[config.mk]
export PLATFORM = sky130hd
export DESIGN_NAME = lp_verdict_reg
export DESIGN_NICKNAME = d
export VERILOG_FILES = /design/src/rtl/lp_pkg.sv /design/src/rtl/lp_verdict_reg.sv
export SDC_FILE = /design/constraint.sdc
export NUM_CORES = 1
export LEC_CHECK = 0
export BUFFER_PORTS_ARGS = -buffer_cell sky130_fd_sc_hd__buf_4
export CAP_MARGIN = 5
export CORE_ASPECT_RATIO = 0.9
export CORE_MARGIN = 2
export CORE_UTILIZATION = 47
export CTS_BUF_LIST = sky130_fd_sc_hd__clkbuf_16
export DETAILED_ROUTE_END_ITERATION = 10
export PLACE_DENSITY = 0.88
export SYNTH_ARGS = -nofsm -noshare
export SYNTH_HDL_FRONTEND = slang
export SYNTH_SLANG_ARGS = --single-unit
[constraint.sdc]
create_clock -name clk -period 2.4 [get_ports clk]
set_input_delay 0.72 -clock clk [delete_from_list [all_inputs] [get_ports clk]]
set_output_delay 0.72 -clock clk [all_outputs]
set_load 0.005 [all_outputs]
[src/rtl/lp_pkg.sv]
package lp_pkg;
  typedef enum logic [2:0] {
    LP_CAUSE_NONE   = 3'd0,
    LP_CAUSE_BELOW  = 3'd1,
    LP_CAUSE_BEYOND = 3'd2,
    LP_CAUSE_ODD    = 3'd3,
    LP_CAUSE_NOPAD  = 3'd4
  } lp_cause_e;

  typedef struct packed {
    logic below;
    logic beyond;
    logic odd;
    logic zero;
  } lp_class_t;
endpackage

[src/rtl/lp_verdict_reg.sv]
module lp_verdict_reg
  import lp_pkg::*;
#(
  parameter int ALIAS_W = 32
) (
  input  logic               clk,
  input  logic               rst_n,
  input  logic               take,
  input  logic               pass,
  input  lp_cause_e          cause,
  input  logic [ALIAS_W-1:0] offset,
  input  logic               entry,
  output logic               ready,
  output logic               ok_q,
  output logic               fault_q,
  output logic [ALIAS_W-1:0] offset_q,
  output lp_cause_e          cause_q,
  output logic               entry_q
);
  logic halted_q;

  assign ready = !halted_q;

  always_ff @(posedge clk) begin
    if (!rst_n) begin
      halted_q <= 1'b0;
      ok_q     <= 1'b0;
      fault_q  <= 1'b0;
      offset_q <= '0;
      cause_q  <= LP_CAUSE_NONE;
      entry_q  <= 1'b0;
    end else begin
      ok_q    <= take && pass;
      fault_q <= take && !pass;
      if (take) begin
        offset_q <= offset;
        cause_q  <= pass ? LP_CAUSE_NONE : cause;
        entry_q  <= entry;
        if (!pass) halted_q <= 1'b1;
      end
    end
  end

  AST_PULSE_EXCLUSIVE: assert property (@(posedge clk) disable iff (!rst_n)
    !(ok_q && fault_q));
  AST_PULSE_NEEDS_TAKE: assert property (@(posedge clk) disable iff (!rst_n)
    (ok_q || fault_q) |-> $past(take));
  AST_HALT_STICKS: assert property (@(posedge clk) disable iff (!rst_n)
    halted_q |=> halted_q);
  AST_SILENT_WHEN_HALTED: assert property (@(posedge clk) disable iff (!rst_n)
    (halted_q && !fault_q) |-> !ok_q);
  AST_FAULT_HAS_CAUSE: assert property (@(posedge clk) disable iff (!rst_n)
    fault_q |-> (cause_q != LP_CAUSE_NONE));
endmodule

==> results.tsv <==
stage	metric	value	unit
global_routing	gr usage total	19.1	%
worst_setup_path	worst path arrival time	0.76	ns
min_path	worst hold path type	reg -> reg	
finish	fin nets	245	
power_and_ir_drop	Max IR drop VDD	0.000458	V
floorplan	Die X	62.5	um
floorplan	FP Rows	19	
routing	post-DR wirelength/cell	12.4	um
worst_setup_path	WP data required	1.68	ns
timing	fin crit period	1.48	ns
global_routing	first-pass GRT wire length	5.22	mm
worst_setup_path	Top delay family on crit path	flip-flops	
timing	Final Hold Fails	0	
yosys	register area share after synthesis	53.9	%
timing	RSZ-0062 raised after global routing	false	
finish	share of layout cells above drive strength 1	40.8	%
clock_tree	CTS tree	done	
finish	fillcell total	236	
power_and_ir_drop	static leakage	0.00107	uW
finish	synthesis-to-finish area growth	50.1	%
floorplan	initial core utilization	48.3	%
global_routing	initial antenna violation count	0	
worst_setup_path	reg-to-reg slack, setup	1.76	ns
worst_setup_path	Worst R2R End	offset_q[30]	
routing	drt initial violations	20	
finish	diode count	0	
yosys	Synth area leader	dfxtp_1	
worst_setup_path	max incr delay on CP	0.31	ns
worst_setup_path	Reg-to-Reg Start	offset_q[30]	
clock_tree	Post-CTS Setup Bufs	0	
clock_tree	Max clock buf depth	2	
timing	Finish-stage setup viols	0	
routing	Routed Antenna Nets	0	
power_and_ir_drop	power per cell area	690	nW/um2
worst_setup_path	Worst setup SP type	register	
global_routing	largest net degree at the start of global routing	43	
global_routing	vias in the first global route	1159	
worst_setup_path	CP endpoint	ready	
worst_setup_path	CP Capture Type	output pin	
floorplan	die extent in y	56.7	um
outcome	status	finished, final reports clean	
yosys	top cell type's share of synthesized area	53.9	%
yosys	total number of yosys warnings	0	
routing	Initial DRT Pass Iterations	4	
clock_tree	Clock Latency Late Sink	0.27	ns
global_routing	total gr overflow	0	
routing	Avg Vias per Cell	4.65	
clock_tree	post-CTS sizing	0	
worst_setup_path	CP Max Fanout	2	
placement	HPWL Detailed	2.25	mm
clock_tree	hold_buf cts	0	
worst_setup_path	R2R depth	2	
timing	Relative slew margins	62.4	%
floorplan	die area	3540	um2
yosys	synth top area cells	dfxtp_1, mux2i_1, nor2b_1, nand3b_1, o21ai_1	
yosys	flops & latches, synth	39	
clock_tree	CTS sink cnt	39	
placement	placer congestion estimate	0.667	
yosys	Unique masters post-synth	15	
yosys	post-synth net total	168	
timing	Final Max Slew Viols	0	
yosys	Netlist Area Pre-Place	1450	um2
timing	Worst Skew	0	ns
job	Max Cap Viol	0	
timing	fmax	0.676	GHz
routing	residual DRC count	0	
yosys	Syn Area/Cell	11.3	um2
floorplan	core area	3000	um2
clock_tree	Reg clk slew, reported paths	0.05	ns
worst_setup_path	crit-path cells	inv_1 > buf_4	
worst_setup_path	critical path startpoint	halted_q	
worst_setup_path	CP Class	reg -> out	
clock_tree	htree depth	2	
timing	Worst-Margin Slew	0.564	ns
yosys	Post-Syn Instances	128	
placement	Port-buffer cells	78	
worst_setup_path	CP bufs+invs	2	
timing	crit share post-route	61.6	%
timing	Sum Neg Setup Slack	0	ns
routing	Via Count	1154	
routing	routed wire length	3.08	mm
worst_setup_path	CP Depth	2	
worst_setup_path	slowest CP cell	dfxtp_1	
clock_tree	CTS root buf	clkbuf_16	
timing	hold slack final	0.473	ns
floorplan	boundary pin count	79	
clock_tree	TritonCTS Buffers	5	
[tightest hold or removal path, stage by stage, from the launching register on]
cell,delay (ns)
dfxtp_1,0.30
inv_1,0.07
a21boi_1,0.06
[area by class of cell]
type,instances,area [um2],share of cell area [%]
multi-input cells,80,613,28.2
clock buffers,5,125,5.76
clock inverters,3,12.5,0.576
repair buffers,78,586,26.9
flip-flops and latches,39,781,35.9
well taps,42,52.6,2.42
inverters,1,3.75,0.173
[power breakdown]
group,switching (uW),total [uW],internal (uW)
combinational,71.0,196,125
sequential,18.4,704,686
clock,224,598,374
total,313,1500,1190
[sequential cells by signal, summed over array words and instances, names as in the netlist]
signal,flops
offset_q,32
entry_q,1
cause_q,3
halted_q,1
ok_q,1
fault_q,1
[metrics by stage]
step	util [%]	power (uW)	cells	instance area [um2]	setup WS, ns
detailed placement	68.0	917	240	2040	0.701
floorplan	-	802	128	1450	1.01
finish	72.6	1500	248	2170	0.921
global placement	68.0	908	240	2040	0.769
CTS	72.6	1520	248	2170	0.914
global route	72.6	1570	248	2170	0.885
[placed cells by master (no fill, tap or decap), types with 3 or more instances in the layout]
| cell | count |
|---|---|
| o21ai_1 | 3 |
| nand2_1 | 4 |
| mux2i_1 | 33 |
| nor2b_1 | 33 |
| clkbuf_16 | 5 |
| dfxtp_1 | 39 |
| buf_4 | 78 |
| inv_1 | 3 |
| nand3b_1 | 3 |
[kinds of logic after synthesis]
group / Yosys count / share of synthesized area (%)
AOI/OAI and AO/OA: 4 / 1.56
muxes: 33 / 22.8
DFF: 39 / 53.9
and+or+nand+nor: 43 / 18.0
buffers and inverters: 9 / 3.72
[routing by layer]
layer,up-vias,wire length (um),GRT usage [%]
met5,-,0,0
met4,0,30,5.71
met3,3,271,9.42
met2,47,1590,32.4
met1,530,1190,21.0
li1,574,-,-
[cells in the mapped netlist]
| cell type | count |
|---|---|
| buf_2 | 1 |
| nor2_1 | 1 |
| buf_4 | 2 |
| nand2_1 | 4 |
| a21boi_1 | 1 |
| dfxtp_1 | 39 |
| and3_1 | 1 |
| mux2i_1 | 33 |
| clkbuf_1 | 4 |
| nor2b_1 | 33 |
| nand3b_1 | 3 |
| inv_1 | 1 |
| buf_8 | 1 |
| nand2b_1 | 1 |
| o21ai_1 | 3 |
[how the worst min path moves through the flow]
stage                     cells after the start  startpoint        to
final                                         2    halted_q  halted_q
after global routing                          2    halted_q  halted_q
after CTS                                     2    halted_q  halted_q
after detailed placement                      2    halted_q  halted_q
after global placement                        2    halted_q  halted_q
after floorplan                               2    halted_q  halted_q
No activity file was read; power rests on OpenSTA's default activity.
